$ cat src/rtl/tick_timer_pkg.sv
package tick_timer_pkg;

  typedef enum logic [1:0] {
    REG_CTRL     = 2'd0,
    REG_START    = 2'd1,
    REG_COUNT    = 2'd2,
    REG_PRESCALE = 2'd3
  } reg_sel_e;

  typedef enum logic [1:0] {
    MODE_ONESHOT  = 2'b00,
    MODE_PERIODIC = 2'b01,
    MODE_FROZEN_A = 2'b10,
    MODE_FROZEN_B = 2'b11
  } run_mode_e;

  // control word field positions (software-visible layout)
  localparam int VEC_LSB  = 0;
  localparam int STAT_BIT = 12;
  localparam int MASK_BIT = 16;
  localparam int MODE_LSB = 17;

  // log2 of the divisor selected by a 4-bit prescale code
  function automatic logic [2:0] div_log2(input logic [3:0] code);
    logic [2:0] idx;
    if (code[2]) return 3'd0;
    idx = {code[3], code[1:0]};
    return idx + 3'd1;
  endfunction

endpackage

$ cat src/rtl/tick_prescaler.sv
module tick_prescaler #(
  parameter int MAX_LOG2 = 7
) (
  input  logic       clk,
  input  logic       rst,
  input  logic       restart,
  input  logic [2:0] log2_div,
  output logic       tick
);
  localparam int PCNT_W = MAX_LOG2;

  logic [PCNT_W-1:0] cnt;
  logic [PCNT_W-1:0] lim;

  always_comb begin
    lim  = PCNT_W'((32'd1 << log2_div) - 32'd1);
    tick = (cnt >= lim);
  end

  always_ff @(posedge clk) begin
    if (rst || restart) begin
      cnt <= '0;
    end else if (tick) begin
      cnt <= '0;
    end else begin
      cnt <= cnt + PCNT_W'(1);
    end
  end
endmodule

$ cat src/rtl/tick_counter.sv
module tick_counter
  import tick_timer_pkg::*;
#(
  parameter int CNT_W = 32
) (
  input  logic             clk,
  input  logic             rst,
  input  logic             load,
  input  logic [CNT_W-1:0] load_val,
  input  logic             tick,
  input  logic [1:0]       mode,
  output logic [CNT_W-1:0] cur,
  output logic [CNT_W-1:0] start_val,
  output logic             expire
);
  logic active;

  always_comb begin
    active = (mode == MODE_ONESHOT) || (mode == MODE_PERIODIC);
    expire = active && tick && !load && (cur == CNT_W'(1));
  end

  always_ff @(posedge clk) begin
    if (rst) begin
      cur       <= '0;
      start_val <= '0;
    end else if (load) begin
      cur       <= load_val;
      start_val <= load_val;
    end else if (active && tick) begin
      if (cur != '0) begin
        cur <= cur - CNT_W'(1);
      end else if (mode == MODE_PERIODIC) begin
        cur <= start_val;
      end
    end
  end
endmodule

$ cat src/rtl/tick_irq_ctrl.sv
module tick_irq_ctrl #(
  parameter int VEC_W = 8
) (
  input  logic             clk,
  input  logic             rst,
  input  logic             expire,
  input  logic             mask,
  input  logic [VEC_W-1:0] vector,
  input  logic             ack,
  output logic             pending,
  output logic [VEC_W-1:0] vec_out
);
  always_ff @(posedge clk) begin
    if (rst) begin
      pending <= 1'b0;
      vec_out <= '0;
    end else if (expire && !mask) begin
      pending <= 1'b1;
      vec_out <= vector;
    end else if (ack) begin
      pending <= 1'b0;
    end
  end
endmodule

$ cat src/rtl/cpu_tick_timer.sv
module cpu_tick_timer
  import tick_timer_pkg::*;
#(
  parameter int DATA_W   = 32,
  parameter int CNT_W    = 32,
  parameter int VEC_W    = 8,
  parameter int SEL_W    = 4,
  parameter int MAX_LOG2 = 7
) (
  input  logic              clk,
  input  logic              rst,
  input  logic              wr_en,
  input  logic [1:0]        addr,
  input  logic [DATA_W-1:0] wdata,
  output logic [DATA_W-1:0] rdata,
  output logic              irq_req,
  output logic [VEC_W-1:0]  irq_vector,
  input  logic              irq_ack
);
  logic [VEC_W-1:0] ctrl_vec;
  logic             ctrl_mask;
  logic [1:0]       ctrl_mode;
  logic [SEL_W-1:0] pre_code;
  logic             load;
  logic             tick;
  logic             exp_evt;
  logic [CNT_W-1:0] cur_cnt;
  logic [CNT_W-1:0] start_val;
  logic [DATA_W-1:0] ctrl_word;
  logic [DATA_W-1:0] rd_next;

  assign load = wr_en && (addr == REG_START);

  always_ff @(posedge clk) begin
    if (rst) begin
      ctrl_vec  <= '0;
      ctrl_mask <= 1'b0;
      ctrl_mode <= MODE_ONESHOT;
      pre_code  <= '0;
    end else if (wr_en) begin
      if (addr == REG_CTRL) begin
        ctrl_vec  <= wdata[VEC_LSB +: VEC_W];
        ctrl_mask <= wdata[MASK_BIT];
        ctrl_mode <= wdata[MODE_LSB +: 2];
      end
      if (addr == REG_PRESCALE) begin
        pre_code <= wdata[SEL_W-1:0];
      end
    end
  end

  tick_prescaler #(.MAX_LOG2(MAX_LOG2)) u_pre (
    .clk      (clk),
    .rst      (rst),
    .restart  (load),
    .log2_div (div_log2(pre_code)),
    .tick     (tick)
  );

  tick_counter #(.CNT_W(CNT_W)) u_cnt (
    .clk       (clk),
    .rst       (rst),
    .load      (load),
    .load_val  (wdata[CNT_W-1:0]),
    .tick      (tick),
    .mode      (ctrl_mode),
    .cur       (cur_cnt),
    .start_val (start_val),
    .expire    (exp_evt)
  );

  tick_irq_ctrl #(.VEC_W(VEC_W)) u_irq (
    .clk     (clk),
    .rst     (rst),
    .expire  (exp_evt),
    .mask    (ctrl_mask),
    .vector  (ctrl_vec),
    .ack     (irq_ack),
    .pending (irq_req),
    .vec_out (irq_vector)
  );

  always_comb begin
    ctrl_word = '0;
    ctrl_word[VEC_LSB +: VEC_W] = ctrl_vec;
    ctrl_word[STAT_BIT]         = irq_req;
    ctrl_word[MASK_BIT]         = ctrl_mask;
    ctrl_word[MODE_LSB +: 2]    = ctrl_mode;
    case (addr)
      REG_CTRL:  rd_next = ctrl_word;
      REG_START: rd_next = DATA_W'(start_val);
      REG_COUNT: rd_next = DATA_W'(cur_cnt);
      default:   rd_next = DATA_W'(pre_code);
    endcase
  end

  always_ff @(posedge clk) begin
    if (rst) rdata <= '0;
    else     rdata <= rd_next;
  end
endmodule

$ cat config.mk
export PLATFORM = sky130hd
export DESIGN_NAME = cpu_tick_timer
export DESIGN_NICKNAME = d
export VERILOG_FILES = /design/src/rtl/tick_timer_pkg.sv /design/src/rtl/tick_prescaler.sv /design/src/rtl/tick_counter.sv /design/src/rtl/tick_irq_ctrl.sv /design/src/rtl/cpu_tick_timer.sv
export SDC_FILE = /design/constraint.sdc
export NUM_CORES = 1
export LEC_CHECK = 0
export ABC_AREA = 0
export BUFFER_PORTS_ARGS = -buffer_cell sky130_fd_sc_hd__buf_4
export CORE_MARGIN = 2
export CORE_UTILIZATION = 52
export CTS_CLUSTER_SIZE = 16
export DETAILED_ROUTE_END_ITERATION = 12
export GPL_TIMING_DRIVEN = 0
export PLACE_DENSITY = 0.74
export REMOVE_ABC_BUFFERS = 1
export SLEW_MARGIN = 25
export SYNTH_ARGS = -nofsm -noshare
export SYNTH_HDL_FRONTEND = slang
export SYNTH_SLANG_ARGS = --single-unit
$ cat constraint.sdc
create_clock -name clk -period 8.58 [get_ports clk]
set_input_delay 2.145 -clock clk [delete_from_list [all_inputs] [get_ports clk]]
set_output_delay 2.145 -clock clk [all_outputs]
set_load 0.01 [all_outputs]
* After elaboration in Yosys (flattened, before gate mapping)
Index checks and enable logic that the tools add are counted.
** Cells by class
- $add $sub $neg :: 4
- Magnitude comparators :: 1
- Equal/unequal tests :: 5
- Shifts and indexed selects :: 1
- Multiplexer cells :: 10
- Reductions and logical operators :: 19
** Operators with widths (count)
- $mux W32 :: 4
- $pmux W32 S3 :: 1
- $eq A32 B1 Y1 const B :: 1
- $reduce_bool A32 Y1 :: 1
- $sub A32 B1 Y32 const B :: 1
- $add A7 B1 Y7 const B :: 1
- $ge A7 B7 Y1 :: 1
- $shl A1 B3 Y7 const A :: 1
- $sub A7 B1 Y7 const B :: 1
- $mux W3 :: 2
- $reduce_and A2 Y1 :: 3
- $logic_and A1 B1 Y1 :: 5
- $eq A2 B1 Y1 const B :: 2
- $eq A2 B2 Y1 const B :: 2
- $logic_not A2 Y1 :: 2
- $reduce_bool A2 Y1 :: 2
- $add A3 B1 Y3 const B :: 1
- $mux W1 :: 3
- $reduce_bool A3 Y1 :: 1
- $logic_not A1 Y1 :: 2
- $logic_or A1 B1 Y1 :: 2
- $reduce_or A2 Y1 :: 1
** Storage, ports and cells
- Bits in registers :: 127
- Logic and storage cells :: 50

* Depth between registers and ports, before layout
- Depth after elaboration :: 10
- Gate-level depth with buffers :: 16
- Mapped depth without buffers :: 15

* By module
A second synthesis with hierarchy kept.
** Second synthesis, totals
- Cells, all modules :: 751
- Area total of the unflattened synthesis :: 6443.7 µm²
** Modules (own cells, without submodules)
- tick_counter :: times used 1, cells each 461, area each 3568.4 µm², seq. area each 1281.2 µm²
- cpu_tick_timer :: times used 1, cells each 198, area each 2005.7 µm², seq. area each 940.9 µm²
- tick_prescaler :: times used 1, cells each 54, area each 475.5 µm², seq. area each 140.1 µm²
- tick_irq_ctrl :: times used 1, cells each 38, area each 394.1 µm², seq. area each 180.2 µm²

* Worst setup path before layout
No wires, ideal clock.
- Path type :: input port to flip-flop
- From :: input port addr[0]
- To :: register u_irq.vec_out[6]
- Arrival time :: 3.498 ns
- Required time :: 8.452 ns
- Path slack :: 4.954 ns
- Cell stages on the path :: 8
- Path buffers :: 2
- Cells stage by stage :: buf_2 > nand2_1 > nor2_1 > nor2_1 > nand4_1 > clkbuf_1 > mux2i_1 > nor2_1
** Between the ends
- Cells in the longest elaborated chain, start to end :: 6
** Ends and longest elaborated chain
- from (decl) :: RTL line cpu_tick_timer.sv:13 : input logic [1:0] addr,
- $eq A2 B1 Y1 :: RTL line cpu_tick_timer.sv:32 : assign load = wr_en && (addr == REG_START);
- $logic_and A1 B1 Y1 :: RTL line cpu_tick_timer.sv:32
- $logic_not A1 Y1 :: RTL line tick_counter.sv:20 : expire = active && tick && !load && (cur == CNT_W'(1));
- $logic_and A1 B1 Y1 (2 in a row) :: RTL line tick_counter.sv:20
- $logic_and A1 B1 Y1 :: RTL line tick_irq_ctrl.sv:17 : end else if (expire && !mask) begin
- to (signal assigned) :: RTL line tick_irq_ctrl.sv:19 : vec_out <= vector;
- to (decl) :: RTL line tick_irq_ctrl.sv:11 : output logic [VEC_W-1:0] vec_out
Every way passes these cells.
A chain may end at the register's enable or synchronous reset.

* Final worst setup path
- From :: register pre_code[0]
- To :: register u_cnt.cur[22]
** Between the ends
- Cells in the longest elaborated chain, start to end :: 8
** Ends and longest elaborated chain
- from (decl) :: RTL line cpu_tick_timer.sv:23 : logic [SEL_W-1:0] pre_code;
- from (signal assigned) :: RTL line cpu_tick_timer.sv:47 : pre_code <= wdata[SEL_W-1:0];
- $add A3 B1 Y3 :: RTL line tick_timer_pkg.sv:28 : return idx + 3'd1;
- $mux W3 :: RTL line tick_timer_pkg.sv:27 : idx = {code[3], code[1:0]};
- $shl A1 B3 Y7 :: RTL line tick_prescaler.sv:16 : lim = PCNT_W'((32'd1 << log2_div) - 32'd1);
- $sub A7 B1 Y7 :: RTL line tick_prescaler.sv:16
- $ge A7 B7 Y1 :: RTL line tick_prescaler.sv:17 : tick = (cnt >= lim);
- $logic_and A1 B1 Y1 :: RTL line tick_counter.sv:30 : end else if (active && tick) begin
- $reduce_bool A2 Y1 (no source line)
- $reduce_and A2 Y1 (no source line)
- to (signal assigned) :: RTL line tick_counter.sv:28 : cur <= load_val;
- to (signal assigned) :: RTL line tick_counter.sv:32 : cur <= cur - CNT_W'(1);
- to (signal assigned) :: RTL line tick_counter.sv:34 : cur <= start_val;
- to (decl) :: RTL line tick_counter.sv:12 : output logic [CNT_W-1:0] cur,
Every way passes these cells.

==> summary.md <==
On the final layout, the worst hold slack is 0.4659 ns. The min-delay analysis places its worst path in the category reg2reg. For the Yosys warning count, the log shows 0. For this design the ratio of total power to cell area is 298.7 nW/um^2. Leaving out fill and tap cells, the most frequent cell in the layout is sky130_fd_sc_hd__dfxtp_1.

The filler cells instantiated in the layout total 984. Setup repair after global routing left no endpoint under its margin. Worst-case headroom to the max-slew limit: 41.35%. The post-route netlist has 17.41% of its cells at a drive strength greater than 1. Counting every sink on the clock net gives 127. After synthesis, the netlist uses 64 different library cells. The detailed router finished its first iteration with 613 violations. Total standard cell area after synthesis: 6225 um^2. The average routed wire per standard cell was 17.85 um. In the layout the commonest cells are sky130_fd_sc_hd__dfxtp_1 (127), sky130_fd_sc_hd__nor2_1 (110), sky130_fd_sc_hd__nand2_1 (95). The run finished with clean final reports. The insertion delay to the later sink of the worst-skew pair was 0.42 ns. The number of clock buffers added by TritonCTS is 17.

The final layout contains 848 nets. The placeable core area is 11560 um^2, and the post-CTS clock slew at the launch and capture registers of the worst setup and hold paths is 0.06 ns. After synthesis, the cell types taking the most area are sky130_fd_sc_hd__dfxtp_1 (41%), sky130_fd_sc_hd__nor2_1 (6.7%), sky130_fd_sc_hd__nand2_1 (5.7%). The overall power of the completed layout was 2.231 mW; the die width was 113.4 um.

In this run the vertical extent of the chip is 113.4 um. The H-tree generated during clock tree synthesis spans 4 levels. The cell depth of the worst min-delay path is 1, and the aggregate global-route resource usage is 26.87%. Max-cap violations in this run came to 0. Across the VDD grid, the largest voltage drop is 0.0001671 V. The endpoint of the lowest-slack register-to-register path is u_cnt.cur[22]$_SDFFE_PP0P_. The die covers 12860 um^2. The logs give 0 for the number of max-slew violations in the final report and 0 for the post-CTS setup-driven buffer insertion count. For the overflow left after global routing, the log shows 0. The first global-routing pass estimated 27520 um of wire.

For the routability congestion estimate, the log shows 0.9371. Between clock sinks in the finished design, the worst skew comes to 0.006497 ns. The worst setup path is captured at a flop. The first detailed-routing pass ran for 6 iterations. Compared with the post-synthesis result, the final layout area differs by 20.02%. For the critical path arrival, the log shows 4.92 ns. The tools report the starting density of the core as 53.82%. Number of endpoints with negative hold slack in the final report: 0.

79 I/O pins were placed. The run gives 6869 um^2 as the total cell area at the placement stage. The tools report the largest net degree at the start of global routing as 105. The run gives 0 as the number of antenna violations at the first check in global routing. In this run the static leakage power is 3.017 nW.

TritonCTS built the clock tree. In the synthesized netlist the async set-or-reset flop fraction comes to 0%. The minimum setup slack among reg-to-reg paths is 3.96 ns. The final critical path takes up 53.79% of the cycle. The endpoint of the worst hold-timing path was u_pre.cnt[0]$_SDFF_PP0_. The logs give 5579 for the via count of the first global-routing pass and 2 for the largest buffer count on any clock path.

The initialized floorplan defines 39 standard-cell rows. The cell sitting at the root of the clock tree is a sky130_fd_sc_hd__clkbuf_16. The mean number of vias per cell was 6.119.

The length in cells of the worst reg-to-reg path came out at 14. For this run, the top clock speed supported by timing is 216.7 MHz. For the detailed-route DRC error count, the log shows 0. The number of enable flip-flop cells after synthesis is 0, and the count of vias placed by the detailed router is 5831.

The run gives 0 ns as the sum of negative setup slack. In the synthesized netlist, the number of instances is 747. The flip-flop and latch count after synthesis came out at 127. In this run the remaining antenna-violating nets after routing total 0. The class of the most critical setup path was reg2reg. Worst reg2reg path startpoint: pre_code[0]$_SDFFE_PP0P_. Of all cell types, the one taking the most synthesized area is sky130_fd_sc_hd__dfxtp_1.

The tools report the antenna diode count as 0. The peak fanout along the critical path was 14; the number of buffers inserted by port buffering was 78. The area share of the largest cell type after synthesis was 40.84%.

Wires add up to 17010 um. The logs give 7471 um^2 for the final instance area and 0 for the number of buffers inserted for hold repair after clock tree synthesis. Post-CTS repair changed the size of 0 cells.

The wire-length estimate of the detail-placed layout is 11060 um. The tools report the startpoint class of the critical path as a flop. For the pin with the worst max-slew slack, the measured transition is 0.8771 ns. Setup violations remaining at the end of the flow were counted as 0.

The worst hold path begins at u_pre.cnt[0]$_SDFF_PP0_. The commonest register cell after synthesis was sky130_fd_sc_hd__dfxtp_1. Sequential cells were found to cover 40.84% of the synthesized design area. The endpoint required time on the critical path was 8.89 ns; the final critical-path required period was 4.616 ns. In this run the mean area of a mapped cell was 8.333 um^2.
[layout make-up]
type / count / area (um^2) / area share (%)
clock buffer: 27 / 523.0 / 7.001
clock inverter: 5 / 75.07 / 1.005
inverter: 13 / 48.80 / 0.6532
multi-input combinational: 556 / 3436 / 45.99
sequential: 127 / 2542 / 34.03
tap: 143 / 178.9 / 2.395
timing repair buffer: 82 / 666.9 / 8.926
[report_power, final]
group	internal, mW	switching (mW)	total [mW]	leakage (nW)
combinational	0.284	0.477	0.761	1.69
sequential	0.653	0.0945	0.748	1.03
clock	0.473	0.250	0.723	0.297
total	1.41	0.822	2.23	3.02
[Yosys cell counts (3+ instances only)]
library cell,n
sky130_fd_sc_hd__nor3_1,21
sky130_fd_sc_hd__a31oi_1,6
sky130_fd_sc_hd__or2_2,3
sky130_fd_sc_hd__nor4_4,4
sky130_fd_sc_hd__ha_1,13
sky130_fd_sc_hd__o31ai_1,5
sky130_fd_sc_hd__nor2b_1,4
sky130_fd_sc_hd__buf_1,5
sky130_fd_sc_hd__o22ai_1,3
sky130_fd_sc_hd__xnor2_1,7
sky130_fd_sc_hd__o21ai_0,24
sky130_fd_sc_hd__nor3_2,3
sky130_fd_sc_hd__nand2b_1,4
sky130_fd_sc_hd__o21ai_1,5
sky130_fd_sc_hd__nor4_2,4
sky130_fd_sc_hd__o211ai_1,10
sky130_fd_sc_hd__nand2_1,95
sky130_fd_sc_hd__a21oi_1,64
sky130_fd_sc_hd__o21a_1,4
sky130_fd_sc_hd__mux2i_1,31
sky130_fd_sc_hd__nor2_1,111
sky130_fd_sc_hd__a311oi_1,4
sky130_fd_sc_hd__a2bb2oi_1,5
sky130_fd_sc_hd__a22oi_1,20
sky130_fd_sc_hd__and2_1,6
sky130_fd_sc_hd__clkbuf_1,36
sky130_fd_sc_hd__and3_1,10
sky130_fd_sc_hd__a211oi_1,6
sky130_fd_sc_hd__o32ai_1,4
sky130_fd_sc_hd__buf_6,4
sky130_fd_sc_hd__nand3_1,17
sky130_fd_sc_hd__dfxtp_1,127
sky130_fd_sc_hd__xor2_1,8
sky130_fd_sc_hd__nand4_1,11
sky130_fd_sc_hd__nor4_1,8
sky130_fd_sc_hd__buf_2,4
sky130_fd_sc_hd__mux4_2,4
sky130_fd_sc_hd__inv_1,13
[per-layer routing]
| layer | GRT usage [%] | vias up | wire length [um] |
|---|---|---|---|
| met5 | 0 | - | 0 |
| met4 | 9.919 | 0 | 252 |
| met3 | 6.429 | 30 | 1156 |
| met2 | 44.47 | 242 | 8185 |
| met1 | 34.35 | 2788 | 7415 |
| li1 | - | 2771 | - |
[how the worst max path moves through the flow]
stage | startpoint | end | slack (ns) | depth (start not counted)
global placement | addr[0] | u_irq.vec_out[4]$_SDFFE_PP0P_ | 1.93 | 7
floorplan | addr[0] | u_irq.vec_out[0]$_SDFFE_PP0P_ | 3.83 | 6
global route | pre_code[0]$_SDFFE_PP0P_ | u_irq.vec_out[1]$_SDFFE_PP0P_ | 3.74 | 14
CTS | pre_code[0]$_SDFFE_PP0P_ | u_cnt.cur[22]$_SDFFE_PP0P_ | 4.05 | 14
finish | pre_code[0]$_SDFFE_PP0P_ | u_cnt.cur[22]$_SDFFE_PP0P_ | 3.96 | 14
detailed placement | pre_code[0]$_SDFFE_PP0P_ | u_cnt.cur[22]$_SDFFE_PP0P_ | 4.10 | 14
[flip-flops by register name, summed over array words and instances (netlist names)]
name / cells
ctrl_mask: 1
ctrl_mode: 2
ctrl_vec: 8
pre_code: 4
rdata: 32
u_cnt.cur: 32
u_cnt.start_val: 32
u_irq.pending: 1
u_irq.vec_out: 8
u_pre.cnt: 7
[cells by family (layout without fill, tap and decap cells)]
group | count (synthesis) | in the layout | share of synthesized area (%)
adders and majority gates | 13 | 13 | 2.613
xor gates and xnor gates | 15 | 15 | 2.111
and+or+nand+nor | 311 | 311 | 24.48
buffers and inverters | 64 | 127 | 4.543
AOI/OAI and AO/OA | 179 | 179 | 18.43
DFF | 127 | 127 | 40.84
muxes | 38 | 38 | 6.975
[critical path, stage by stage (launching register included)]
cell,delay [ns]
sky130_fd_sc_hd__dfxtp_1,0.46
sky130_fd_sc_hd__ha_1,0.21
sky130_fd_sc_hd__xor2_1,0.26
sky130_fd_sc_hd__nor2_1,0.12
sky130_fd_sc_hd__a21oi_1,0.22
sky130_fd_sc_hd__ha_1,0.27
sky130_fd_sc_hd__nor2_1,0.06
sky130_fd_sc_hd__mux2_2,0.27
sky130_fd_sc_hd__a31oi_1,0.21
sky130_fd_sc_hd__ha_1,0.21
sky130_fd_sc_hd__nand4_1,0.13
sky130_fd_sc_hd__o21ai_0,0.64
sky130_fd_sc_hd__nand3_1,0.75
sky130_fd_sc_hd__o21a_1,0.39
sky130_fd_sc_hd__a311oi_1,0.29
[metrics by stage]
| step | instances | util (%) | setup slack [ns] |
|---|---|---|---|
| finish | 953 | 64.60 | 3.964 |
| global route | 953 | 64.60 | 3.737 |
| CTS | 953 | 64.57 | 4.052 |
| detailed placement | 921 | 59.40 | 4.096 |
| global placement | 917 | 58.41 | 1.928 |
| floorplan | 696 | - | 3.829 |
Note: power is estimated with default switching activity, not from simulation.
